**src/rtl/ser_shift_pkg.sv**
```systemverilog
`timescale 1ns/1ps
// Shared types for the serial shift sequencer.
package ser_shift_pkg;
    // Operation phases: idle, capture, right-shift pre-drain, write-back.
    typedef enum logic [1:0] {
        SH_IDLE  = 2'd0,
        SH_CAP   = 2'd1,
        SH_DELAY = 2'd2,
        SH_WRITE = 2'd3
    } sh_state_e;
endpackage

```
**src/rtl/ser_shift_ctr.sv**
```systemverilog
`timescale 1ns/1ps
// Stage bit counter: counts 0..DATA_W-1 while inc is high and wraps.
// Assumes DATA_W is a power of two. clr takes priority over inc.
module ser_shift_ctr #(
    parameter int DATA_W = 32,
    localparam int CNT_W = $clog2(DATA_W)
) (
    input  logic             clk,
    input  logic             rst_n,
    input  logic             clr,
    input  logic             inc,
    output logic [CNT_W-1:0] cnt,
    output logic             last
);
    assign last = (cnt == CNT_W'(DATA_W - 1));

    // Advance the bit index, wrapping after the final bit.
    always_ff @(posedge clk) begin
        if (!rst_n)
            cnt <= '0;
        else if (clr)
            cnt <= '0;
        else if (inc)
            cnt <= last ? '0 : cnt + 1'b1;
    end
endmodule

```
**src/rtl/ser_shift_amt.sv**
```systemverilog
`timescale 1ns/1ps
// Shift amount register: assembles the amount from the first CNT_W
// serial bits of capture, then counts down to zero on request.
// Assumes cap_en and dec_en are never high in the same cycle.
module ser_shift_amt #(
    parameter int DATA_W = 32,
    localparam int CNT_W = $clog2(DATA_W)
) (
    input  logic             clk,
    input  logic             rst_n,
    input  logic             cap_en,
    input  logic [CNT_W-1:0] cap_idx,
    input  logic             amt_bit,
    input  logic             dec_en,
    output logic             amt_zero,
    output logic             amt_one
);
    logic [CNT_W-1:0] amt_q;
    logic [CNT_W-1:0] amt_dec;

    assign amt_zero = (amt_q == '0);
    assign amt_one  = (amt_q == CNT_W'(1));
    assign amt_dec  = amt_q - 1'b1;

    // Load the indexed amount bit during capture, otherwise count down.
    always_ff @(posedge clk) begin
        if (!rst_n) begin
            amt_q <= '0;
        end else begin
            for (int b = 0; b < CNT_W; b++) begin
                if (cap_en && cap_idx == CNT_W'(b))
                    amt_q[b] <= amt_bit;
                else if (dec_en && !amt_zero)
                    amt_q[b] <= amt_dec[b];
            end
        end
    end
endmodule

```
**src/rtl/ser_shift_buf.sv**
```systemverilog
`timescale 1ns/1ps
// Operand buffer: fills from the top during capture, so the operand
// ends up LSB-aligned after DATA_W bits, then drains LSB first.
// The fill bit is the last captured bit (the MSB) gated by sign_fill.
module ser_shift_buf #(
    parameter int DATA_W = 32
) (
    input  logic clk,
    input  logic rst_n,
    input  logic cap_en,
    input  logic data_bit,
    input  logic sign_fill,
    input  logic shift_en,
    output logic lsb
);
    logic [DATA_W-1:0] buf_q;
    logic              fill_q;

    assign lsb = buf_q[0];

    // Capture new bits at the top, or drain with the fill value.
    always_ff @(posedge clk) begin
        if (!rst_n) begin
            buf_q  <= '0;
            fill_q <= 1'b0;
        end else if (cap_en) begin
            buf_q  <= {data_bit, buf_q[DATA_W-1:1]};
            fill_q <= sign_fill & data_bit;
        end else if (shift_en) begin
            buf_q  <= {fill_q, buf_q[DATA_W-1:1]};
        end
    end
endmodule

```
**src/rtl/ser_shift_seq.sv**
```systemverilog
`timescale 1ns/1ps
// Serial shift sequencer top. Captures an operand and a shift amount
// serially over DATA_W cycles, then writes the shifted result serially
// over DATA_W cycles. Left shifts hold the buffer while the amount
// counts down; right shifts drain the buffer while the write-back stage
// is held off. Assumes init_i stays high for exactly DATA_W cycles and
// that right_i/arith_i are stable during capture.
module ser_shift_seq
    import ser_shift_pkg::*;
#(
    parameter int DATA_W = 32
) (
    input  logic clk,
    input  logic rst_n,
    input  logic init_i,
    input  logic data_i,
    input  logic amt_i,
    input  logic right_i,
    input  logic arith_i,
    output logic wb_en_o,
    output logic res_o,
    output logic done_o
);
    localparam int CNT_W = $clog2(DATA_W);

    sh_state_e        state_q, state_d;
    logic [CNT_W-1:0] bit_cnt;
    logic             cnt_last;
    logic             cap_en;
    logic             in_write;
    logic             in_delay;
    logic             amt_zero;
    logic             amt_one;
    logic             shift_en;
    logic             dec_en;
    logic             buf_lsb;

    assign in_write = (state_q == SH_WRITE);
    assign in_delay = (state_q == SH_DELAY);
    assign cap_en   = init_i && (state_q == SH_IDLE || state_q == SH_CAP);
    assign dec_en   = in_delay || (in_write && !amt_zero);
    assign shift_en = in_delay || (in_write && amt_zero);

    ser_shift_ctr #(.DATA_W(DATA_W)) u_ctr (
        .clk   (clk),
        .rst_n (rst_n),
        .clr   (!cap_en && !in_write),
        .inc   (cap_en || in_write),
        .cnt   (bit_cnt),
        .last  (cnt_last)
    );

    ser_shift_amt #(.DATA_W(DATA_W)) u_amt (
        .clk      (clk),
        .rst_n    (rst_n),
        .cap_en   (cap_en),
        .cap_idx  (bit_cnt),
        .amt_bit  (amt_i),
        .dec_en   (dec_en),
        .amt_zero (amt_zero),
        .amt_one  (amt_one)
    );

    ser_shift_buf #(.DATA_W(DATA_W)) u_buf (
        .clk       (clk),
        .rst_n     (rst_n),
        .cap_en    (cap_en),
        .data_bit  (data_i),
        .sign_fill (arith_i & right_i),
        .shift_en  (shift_en),
        .lsb       (buf_lsb)
    );

    // Select the next phase of the operation.
    always_comb begin
        state_d = state_q;
        unique case (state_q)
            SH_IDLE:  if (init_i) state_d = SH_CAP;
            SH_CAP: begin
                if (!init_i)
                    state_d = SH_IDLE;
                else if (cnt_last)
                    state_d = (right_i && !amt_zero) ? SH_DELAY : SH_WRITE;
            end
            SH_DELAY: if (amt_one) state_d = SH_WRITE;
            SH_WRITE: if (cnt_last) state_d = SH_IDLE;
            default:  state_d = SH_IDLE;
        endcase
    end

    // Hold the current phase.
    always_ff @(posedge clk) begin
        if (!rst_n)
            state_q <= SH_IDLE;
        else
            state_q <= state_d;
    end

    assign wb_en_o = in_write;
    assign res_o   = in_write && amt_zero && buf_lsb;
    assign done_o  = in_write && cnt_last;
endmodule

```
**config.mk**
```make
export PLATFORM = sky130hd
export DESIGN_NAME = ser_shift_seq
export DESIGN_NICKNAME = d
export VERILOG_FILES = /design/src/rtl/ser_shift_pkg.sv /design/src/rtl/ser_shift_ctr.sv /design/src/rtl/ser_shift_amt.sv /design/src/rtl/ser_shift_buf.sv /design/src/rtl/ser_shift_seq.sv
export SDC_FILE = /design/constraint.sdc
export NUM_CORES = 1
export LEC_CHECK = 0
export BUFFER_PORTS_ARGS = -buffer_cell sky130_fd_sc_hd__buf_2
export CORE_MARGIN = 1
export CORE_UTILIZATION = 50
export CTS_CLUSTER_SIZE = 25
export DETAILED_ROUTE_END_ITERATION = 6
export PLACE_DENSITY = 0.73
export SYNTH_ARGS = -nofsm -noshare
export SYNTH_HDL_FRONTEND = slang
export SYNTH_HIERARCHICAL = 1
export SYNTH_SLANG_ARGS = --single-unit
```
**constraint.sdc**
```tcl
create_clock -name clk -period 4.5 [get_ports clk]
set_clock_uncertainty 0.2 [all_clocks]
set_input_delay 0.45 -clock clk [delete_from_list [all_inputs] [get_ports clk]]
set_output_delay 0.45 -clock clk [all_outputs]
set_load 0.005 [all_outputs]
```
# Word level (Yosys, flattened, before mapping)
# Cells that the tools add are included.
[totals] latchBits=0 ff_bits=45 out_inout_bits=3 in_bits=7 memories=0 word_cells=78 romBits=0 mem_bits_rw=0
[op_classes] shift=0 n_lt_le_gt_ge=0 mux=20 eq_ne=13 bitwise_logic=3 n_div=0 addsub=2 reduce_logical=31 multipliers=0
[ops] operator="$mux W32" count=2
[ops] operator="$logic_and A1 B1 Y1" count=13
[ops] operator="$reduce_bool A2 Y1" count=6
[ops] operator="$mux W1" count=11
[ops] operator="$eq A5 B1 Y1 const B" count=2
[ops] operator="$eq A5 B2 Y1 const B" count=2
[ops] operator="$logic_not A5 Y1" count=2
[ops] operator="$mux W2" count=5
[ops] operator="$pmux W2 S4" count=1
[ops] operator="$add A5 B1 Y5 const B" count=1
[ops] operator="$eq A5 B3 Y1 const B" count=1
[ops] operator="$eq A5 B5 Y1 const B" count=1
[ops] operator="$mux W5" count=1
[ops] operator="$sub A5 B1 Y5 const B" count=1
[ops] operator="$eq A2 B2 Y1 const B" count=2
[ops] operator="$logic_or A1 B1 Y1" count=4
[ops] operator="$ne A2 B2 Y1 const B" count=2
[ops] operator="$reduce_and A4 Y1" count=1
[ops] operator="$logic_not A1 Y1" count=3
[ops] operator="$ne A3 B3 Y1 const B" count=1
[ops] operator="$and A1 B1 Y1" count=2
[ops] operator="$eq A2 B1 Y1 const B" count=1
[ops] operator="$logic_not A2 Y1" count=1
[ops] operator="$ne A2 B1 Y1 const B" count=1
[ops] operator="other kinds (2)" count=2

# Depth between registers and ports, before layout
# Gate-level depths: netlist of the first run.
[depth] ltp_word=7 depth_mapped=10

# Modules after synthesis
# Netlist of the first run, hierarchy kept.
[by_module_without_submodules] module="ser_shift_buf" cells_per_inst=151 instances=1 seq_area_each_um2=660.6 area_each_um2=1391.3
[by_module_without_submodules] module="ser_shift_amt" cells_per_inst=51 instances=1 seq_area_each_um2=100.1 area_each_um2=450.4
[by_module_without_submodules] module="ser_shift_ctr" cells_per_inst=23 instances=1 seq_area_each_um2=100.1 area_each_um2=255.2
[by_module_without_submodules] module="ser_shift_seq" cells_per_inst=20 instances=1 seq_area_each_um2=40.0 area_each_um2=152.6

# Worst setup path after synthesis of the first run
# OpenSTA, ideal clock, no wires.
[synth_path] path_type="flip-flop to flip-flop" from="register u_amt.amt_q[1]" to="register u_buf.buf_q[18]" setup_time_ns=0.070 slack_ns=2.231 path_stages_with_launch=11 path_buffers=2 arrival_time_ns=1.999 cell_sequence="dfxtp_1 inv_1 ha_1 or4b_4 clkinv_2 inv_1 a21boi_0 buf_2 clkbuf_1 o21ai_0 a21oi_1"
[synth_via] elab_chain_cells=4
[synth_rtl] item="start: declaration" line_no="ser_shift_amt.sv:18" rtl="logic [CNT_W-1:0] amt_q;"
[synth_rtl] item="start signal: indexed assignment" line_no="ser_shift_amt.sv:32" rtl="amt_q[b] <= amt_bit;"
[synth_rtl] item="start signal: indexed assignment" line_no="ser_shift_amt.sv:34" rtl="amt_q[b] <= amt_dec[b];"
[synth_rtl] item="$logic_not A5 Y1" line_no="ser_shift_amt.sv:21" rtl="assign amt_zero = (amt_q == '0);"
[synth_rtl] item="named net amt_zero" line_no="ser_shift_seq.sv:32" rtl="logic amt_zero;"
[synth_rtl] item="$logic_and A1 B1 Y1" line_no="ser_shift_seq.sv:42" rtl="assign shift_en = in_delay || (in_write && amt_zero);"
[synth_rtl] item="$logic_or A1 B1 Y1" line_no="ser_shift_seq.sv:42"
[synth_rtl] item="named net shift_en" line_no="ser_shift_seq.sv:34" rtl="logic shift_en;"
[synth_rtl] item="$reduce_bool A2 Y1 (no line)"
[synth_rtl] item="end signal: assignment" line_no="ser_shift_buf.sv:27" rtl="buf_q <= {data_bit, buf_q[DATA_W-1:1]};"
[synth_rtl] item="end signal: assignment" line_no="ser_shift_buf.sv:30" rtl="buf_q <= {fill_q, buf_q[DATA_W-1:1]};"
[synth_rtl] item="end: declaration" line_no="ser_shift_buf.sv:16" rtl="logic [DATA_W-1:0] buf_q;"
# The timed path passes the listed nets, and every way through them passes these cells.
# A chain may end at the register's enable or synchronous reset.

# Worst setup path after layout of the first run
[layout_path] from="register u_amt.amt_q[1]" to="register u_buf.buf_q[31]"
# The elaborated chain is that of the path after synthesis.

==> impl_metrics.ini, run 1 <==
[floorplan]
die_area_um2 = 4771
row_count = 24
io_pins = 10
start_util_pct = 52.03
die_h_um = 69.08
coreArea_um2 = 4324
die_x_um = 69.08

[job]
maxCapViolCount = 0

[sta]
maxSlewHeadroom_pct = 32.48
final_max_slew_viol_count = 0
fmax_mhz = 334.9
rsz0062_at_grt = false
worst_pin_slew_ps = 1012
holdWs_ps = 247.1
period_share_pct = 66.36
hold_viol = 0
fin_ws_ps = 1514
tns_ps = 0
layout_min_cycle_time_ps = 2986
setup_viol = 0

[worst_hold_path]
worstHoldStart = data_i
hp-class = in -> reg

[routing]
drt_first_pass_iters = 4
wl_mm = 3.887
ant_nets = 0
wl_per_cell_um = 13.04
vias_per_cell = 5.698
drt_iter0_drc = 121
vias = 1698
drc_errors = 0

[critical_path]
worst_ep_required_time_ps = 4430
arrival_ps = 2920
crit_fanout = 39
path_class = reg -> reg
critPathLaunchType = flop
end_kind = flop
timing.critical_path.from = u_amt/amt_q[1]$_SDFFE_PN0P_
regToRegStartpoint = u_amt/amt_q[1]$_SDFFE_PN0P_

[global_routing]
antenna_found_initial = 0
grt_max_degree = 72
grt_pass1_vias = 1443
grtUsageTotal_pct = 17.40
grt_pass1_wl_mm = 6.775
grt.overflow.total = 0

[yosys]
synth.distinct_cells = 50
netlist_area_um2 = 2250
syn_nets = 257
synthTopCellsByCount = dfxtp_1, a21oi_1, or3b_1
ys_async_sr_fraction_pct = 0
synth.most_common_cell = dfxtp_1
netlist_top_cells_area = dfxtp_1, or3b_1, a21oi_1, o21ai_1, ha_1
synth.top_cell.area_share_pct = 40.04
synth_cells = 245
yosysWarnings = 6
syn_area_per_cell_um2 = 9.182
ys_ff_latch = 45
yosysTopAreaCell = dfxtp_1
synthFlopType = dfxtp_1
synth-edff-count = 0
yosysSeqAreaShare_pct = 40.04

[placement]
post-place-ws_ps = 1525
place.detailed.hpwl_mm = 2.436
place_congestion = 0.8532
place.port_buffers = 9

[layout]
nFillCells = 407
multi_input_comb_area_um2 = 1220
syn2layout_area_growth_pct = 7.342
design.final.nets = 257
seq_area_um2 = 900.9
layout-drive-gt1-share_pct = 14.23
diodes = 0

[pwr]
power.total_mw = 0.8126
p_leak_nw = 0.8471
powerDensity_nw_per_um2 = 336.5
peakVddDrop_mv = 0.1244

[clock_tree]
clkLatencyLatePin_ps = 300
cts_tree = done
post_cts_buffers = 0
clock_sinks = 45
cts_buffers = 5
path_clk_slew_ps = 90
htreeDepth = 2
cts_root_buf = clkbuf_8
hold_buffers = 0
cts.path.max_buffers = 2
cts_resized = 0

[run_status]
status = completed
metrics by stage:
stage / instances / instance area (µm²) / utilization [%]
finish: 298 / 2415 / 55.84
global route: 298 / 2415 / 55.84
CTS: 298 / 2415 / 55.84
detailed placement: 290 / 2281 / 52.75
global placement: 290 / 2281 / 52.75
floorplan: 245 / 2250 / -
metal layers:
metal,GRT usage [%],wire length [µm]
met5,0,0
met4,6.122,59
met3,4.825,95
met2,25.89,1742
met1,24.10,1990
sequential cells by signal, summed over array words and instances, names as in the netlist, named ones only:
register and flops:
state_q 1, u_buf/buf_q 32, u_buf/fill_q 1, u_ctr/cnt 5
u_amt/amt_q 5
worst max-delay path, stage by stage, from the launching register on:
cell and delay (ps):
dfxtp_1 330, inv_1 130, ha_1 190, or4b_4 500
clkinv_2 110, inv_1 80, a21boi_4 610, buf_4 370
mux2i_1 210, a211oi_1 80
final timing paths:
check                                 endpoint  depth (start not counted)  slack (ps)
hold reg to reg   u_buf/buf_q[11]$_SDFFE_PN0P_                          2         270
setup reg to reg  u_buf/buf_q[31]$_SDFFE_PN0P_                          9        1510
hold / removal       u_buf/fill_q$_SDFFE_PN0P_                          3         250
setup / recovery  u_buf/buf_q[31]$_SDFFE_PN0P_                          9        1510
placed cells by master, fill, tap and decap left out, types with 2 or more instances in the layout:
master	n
ha_1	5
dfxtp_1	45
and3_1	2
o21ai_1	21
a21boi_0	2
buf_2	9
nand2_1	6
inv_1	7
nor4b_2	2
bufinv_16	2
buf_4	2
nand3b_1	2
or3b_1	31
a21oi_1	35
nand3_1	5
a211oi_1	3
nor2_1	8
nor2b_1	2
nor4b_1	2
or4b_4	2
mux2i_1	5
xor2_1	2
o21ai_0	12
clkinv_2	2
clkbuf_8	5
logic make-up (layout without fill, tap and decap cells):
group | after synthesis | in the layout | share of synthesized area [%]
AO/OA/AOI/OAI | 83 | 83 | 20.47
XOR/XNOR | 3 | 3 | 1.168
adder cells (fa/ha/maj) | 5 | 5 | 2.781
buffers and inverters | 27 | 28 | 6.562
flip-flops | 45 | 45 | 40.04
multiplexers | 5 | 5 | 2.225
AND/OR/NAND/NOR | 77 | 77 | 26.75
cell type report:
| class | instances | share of cell area (%) |
|---|---|---|
| Timing Repair Buffer | 11 | 2.487 |
| Clock buffer | 5 | 2.850 |
| Sequential cell | 45 | 37.31 |
| Clock inverter | 3 | 2.694 |
| Multi-Input combinational cell | 173 | 50.52 |
| Tap cell | 52 | 2.694 |
| Inverter | 9 | 1.451 |
power by group:
group / internal, mW / switching (mW) / total [mW]
Sequential: 0.402 / 0.00536 / 0.407
Clock: 0.221 / 0.136 / 0.357
Combinational: 0.0184 / 0.0305 / 0.0490
(Power assumes the default switching activity.)
==> run 2, diff against run 1 <==
- clock period: 4.5 -> 2.8 ns (I/O delays scaled with it)
==> impl_metrics.ini, run 2 (synthesized netlist as in run 1, its figures left out) <==
[run_status]
status = completed

[floorplan]
row_count = 24
start_util_pct = 52.03
coreArea_um2 = 4324
die_h_um = 69.08
die_x_um = 69.08
io_pins = 10
die_area_um2 = 4771

[pwr]
p_leak_nw = 0.8400
powerDensity_nw_per_um2 = 472.2
peakVddDrop_mv = 0.2217
power.total_mw = 1.133

[global_routing]
grt.busiest_layer = met2
grt_use_met2_pct = 26.54
grt_max_degree = 67
use_met1_pct = 22.44
grt_pass1_wl_mm = 6.693
grtUsageMet3_pct = 4.386
grtUsageTotal_pct = 17.09
antenna_found_initial = 0
grt.overflow.total = 0
grt_pass1_vias = 1503

[sta]
setup_viol = 0
holdWs_ps = 63.57
hold_viol = 0
period_share_pct = 84.31
fmax_mhz = 423.6
worst_pin_slew_ps = 491.4
final_max_slew_viol_count = 0
tns_ps = 0
maxSlewHeadroom_pct = 67.24
rsz0062_at_grt = false
layout_min_cycle_time_ps = 2361

[layout]
multi_input_comb_area_um2 = 1220
regMostFlops = u_buf/buf_q
postLayoutCellArea_um2 = 2400
final_util_pct = 55.50
nFillCells = 399
final_cell_mix = dfxtp_1, a21oi_1, or3b_1
largestRegisters = u_buf/buf_q x32, u_amt/amt_q x5, u_ctr/cnt x5
largest_register_ffs = 32
layout-drive-gt1-share_pct = 14.92
final_common_cell = dfxtp_1
diodes = 0
design.final.nets = 259
syn2layout_area_growth_pct = 6.674
seq_area_um2 = 900.9

[critical_path]
crit_fanout = 7
path_class = reg -> reg
arrival_ps = 2370
end_kind = flop
critPathLaunchType = flop
worst_ep_required_time_ps = 2810

[routing]
wl_per_cell_um = 12.51
vias = 1669
vias_per_cell = 5.563
drc_errors = 0
ant_nets = 0
wl_mm = 3.753
drt_first_pass_iters = 4
drt_iter0_drc = 159

[clock_tree]
cts_tree = done
htreeDepth = 2
cts_root_buf = clkbuf_8
cts_buffers = 5
cts_resized = 0
clkLatencyLatePin_ps = 300
path_clk_slew_ps = 90
hold_buffers = 0
clock_sinks = 45
cts.path.max_buffers = 2
post_cts_buffers = 0

[placement]
place.detailed.hpwl_mm = 2.406
dpl_cell_area_um2 = 2308
place.port_buffers = 9
place_congestion = 0.8404

[job]
maxCapViolCount = 0

[worst_hold_path]
hp-class = in -> reg
[run 2: cell type report]
type / count / area share, %
multi-input cells: 173 / 50.83
flip-flops and latches: 45 / 37.54
repair buffers: 13 / 3.650
clock buffers: 5 / 2.868
well taps: 52 / 2.711
inverters: 9 / 1.460
clock inverters: 3 / 0.9385
[run 2: where the power goes]
group	switching (mW)	internal [mW]	total, mW
clock	0.223	0.177	0.400
combinational	0.0488	0.0307	0.0795
sequential	0.00820	0.645	0.654
[run 2: path summary, 6_finish.rpt]
kind,to,from,slack [ps],cells past startpoint
min reg2reg,u_buf/buf_q[29]$_SDFFE_PN0P_,u_buf/buf_q[30]$_SDFFE_PN0P_,270,2
max reg2reg,u_amt/amt_q[4]$_SDFFE_PN0P_,u_amt/amt_q[1]$_SDFFE_PN0P_,440,9
min,u_buf/fill_q$_SDFFE_PN0P_,data_i,60,3
max,u_amt/amt_q[4]$_SDFFE_PN0P_,u_amt/amt_q[1]$_SDFFE_PN0P_,440,9
[run 2: critical path, stage by stage, from the launching register on]
cell,delay (ps)
dfxtp_1,340
inv_1,130
ha_1,190
or4b_4,500
clkinv_2,100
a21boi_0,80
buf_4,170
and4bb_1,200
mux2i_1,120
a211oi_1,240
[run 2: through the flow]
step | cells | worst slack [ps]
4_1_cts | 300 | 425.4
3_3_place_gp | 292 | 511.4
3_5_place_dp | 292 | 436.7
6_report | 300 | 439.3
5_1_grt | 300 | 289.1
2_1_floorplan | 245 | 530.9
[run 2: metal layers]
layer,wire (µm),up-vias
met5,0,-
met4,80,0
met3,95,7
met2,1607,15
met1,1970,749
li1,-,898
==> run 3, diff against run 2 <==
- ABC_AREA: not set -> 1
- clock period: 2.8 -> 2.23 ns (I/O delays scaled with it)
==> impl_metrics.ini, run 3 <==
[layout]
postLayoutCellArea_um2 = 2365
nFillCells = 391
regMostFlops = u_buf/buf_q
final_cell_mix = nor2_1, dfxtp_1, nand2_1
design.final.nets = 326
largestRegisters = u_buf/buf_q x32, u_amt/amt_q x5, u_ctr/cnt x5
final_common_cell = nor2_1
diodes = 0
syn2layout_area_growth_pct = 9.884
layout-drive-gt1-share_pct = 18.41
layout.cells.non_filler = 365
largest_register_ffs = 32

[clock_tree]
cts_tree = done
cts_root_buf = clkbuf_8
hold_buffers = 0
cts.path.max_buffers = 2
path_clk_slew_ps = 80
clkLatencyLatePin_ps = 300
htreeDepth = 2
clock_sinks = 45
cts_buffers = 5

[yosys]
synth_xor_area_share_pct = 0.8140
netlist_top_cells_area = dfxtp_1, nor2_1, nand2_1, o21ai_0, inv_1
synth_compound_area_share_pct = 12.03
synth.distinct_cells = 27
synth.area.mux_share_pct = 0
synth.most_common_cell = nor2_1
synth-edff-count = 0
yosysWarnings = 6
synth-simple-area-share_pct = 33.14
netlist_area_um2 = 2152
syn_area_per_cell_um2 = 7.222
synthTopCellsByCount = nor2_1, dfxtp_1, nand2_1
syn_nets = 310
yosysTopAreaCell = dfxtp_1
ys_async_sr_fraction_pct = 0
synth_top_family_by_area = simple AND/OR/NAND/NOR gates
ys_ff_latch = 45
yosysSeqAreaShare_pct = 41.86
synthFlopType = dfxtp_1
synth.top_cell.area_share_pct = 41.86
synth_cells = 298
yosys.area_share.adder_pct = 2.907

[routing]
drc_errors = 0
vias = 1784
drt_iter0_drc = 108
drt_first_pass_iters = 4
wl_mm = 3.886
vias_per_cell = 4.888
ant_nets = 0
wl_per_cell_um = 10.65

[global_routing]
grt_pass1_wl_mm = 6.741
grt_pass1_vias = 1513
grtUsageTotal_pct = 19.94
grt.overflow.total = 0
antenna_found_initial = 0
grt_max_degree = 41

[sta]
hold_viol = 0
worst_pin_slew_ps = 595.0
rsz0062_at_grt = false
final_max_slew_viol_count = 0
maxSlewHeadroom_pct = 60.33
period_share_pct = 93.52
setup_viol = 0
layout_min_cycle_time_ps = 2086
fmax_mhz = 479.5

[placement]
dpl_cell_area_um2 = 2238
place_congestion = 0.8207
place.port_buffers = 9
place.detailed.hpwl_mm = 2.551
post-place-cells = 353

[floorplan]
die_area_um2 = 4570
row_count = 23
die_h_um = 67.61
coreArea_um2 = 4058
start_util_pct = 53.04
io_pins = 10
die_x_um = 67.61

[critical_path]
path_cells = ha_1 > and3_1 > ha_1 > inv_1 > nor2_1 > buf_2
worst_ep_required_time_ps = 1810
max_stage_delay_ps = 420
cp_common_cell = ha_1
timing.critical_path.from = u_ctr/cnt[0]$_SDFFE_PP0P_
crit_fanout = 6
critPathLaunchType = flop
end_kind = output pin
crit_slowest_cell = dfxtp_2
regToRegStartpoint = u_amt/amt_q[0]$_SDFFE_PN0P_
reg2regPathDepth = 13
regToRegSetupSlack_ps = 190
r2r-end = u_buf/buf_q[2]$_SDFFE_PN0P_
arrival_ps = 1660
path_class = reg -> out

[pwr]
powerDensity_nw_per_um2 = 660.0
p_leak_nw = 1.080
peakVddDrop_mv = 0.3537

[worst_hold_path]
holdPathStages = 3
hold_path_end = u_buf/fill_q$_SDFFE_PN0P_
hp-class = in -> reg
worstHoldStart = data_i

[job]
maxCapViolCount = 0

[run_status]
status = completed
==> run 3: changes by cell type after synthesis, sizes merged, moves of 11 or more <==
cell / previous run / this run
a21oi: 35 / 10
nor2: 8 / 92
nand2: 6 / 45
inv: 8 / 32
nand3: 5 / 16
or3b: 32 / 0
==> run 3: how the worst max path moves through the flow <==
stage / end / slack (ps) / depth (start not counted)
6_report: done_o / 140 / 6
5_1_grt: u_buf/buf_q[7]$_SDFFE_PN0P_ / 10 / 13
4_1_cts: done_o / 10 / 6
3_5_place_dp: u_buf/buf_q[2]$_SDFFE_PN0P_ / -60 / 13
3_3_place_gp: u_buf/buf_q[8]$_SDFFE_PN0P_ / 10 / 13
2_1_floorplan: u_amt/amt_q[2]$_SDFFE_PN0P_ / 370 / 11
==> run 3: power by group <==
part           internal (mW)  switching (mW)
sequential             0.847          0.0243
clock                  0.221           0.280
combinational         0.0749           0.115
==> run 3: layout make-up <==
cell class / instances / area, µm² / share of cell area (%)
multi-input combinational: 212 / 1066 / 45.08
sequential: 45 / 903.4 / 38.20
timing repair buffer: 18 / 125.1 / 5.291
inverter: 32 / 120.1 / 5.079
clock buffer: 6 / 72.57 / 3.069
tap: 50 / 62.56 / 2.646
clock inverter: 2 / 15.01 / 0.6349
==> run 3: routing by layer <==
metal  share of wire, %  up-vias  track usage, %  routed length [µm]
li1                   -      958               -                   -
met1                 52      786           26.95                2013
met2                 41       33           28.47                1600
met3                4.8        7           5.743                 186
met4                2.2        0           10.11                  86
met5                  0        -               0                   0
==> run 3: cell families (layout without fill, tap and decap cells) <==
| family | after synthesis | count (layout) |
|---|---|---|
| AOI/OAI and AO/OA | 48 | 48 |
| xor gates and xnor gates | 2 | 2 |
| buffers and inverters | 42 | 58 |
| adders and majority gates | 5 | 5 |
| DFF | 45 | 45 |
| and+or+nand+nor | 156 | 157 |
==> run 3: what timing repair did <==
item	CTS	global route
setup buffers	0	3
gates cloned	1	0
resized for setup	0	4
pin swaps	1	1
setup endpoints to repair	31	32
==> run 3: worst max-delay path, delay by kind of cell, from the launching register on <==
family	cells	cell delay [ps]
buffers and inverters	2	210
AND/OR/NAND/NOR	2	300
adder cells (fa/ha/maj)	2	440
flip-flops	1	420
==> run 3: stage by stage <==
step                worst slack, ps  util, %  total power, mW  hold WS [ps]  TNS (ps)
floorplan                     368.4        -            1.031         144.5         0
global placement              12.53    55.17            1.066         257.6         0
detailed placement           -56.58    55.17            1.071         267.4    -971.4
CTS                           10.64    57.48            1.570         3.133         0
global route                  13.00    58.28            1.645         13.28         0
finish                        144.5    58.28            1.561         11.83         0
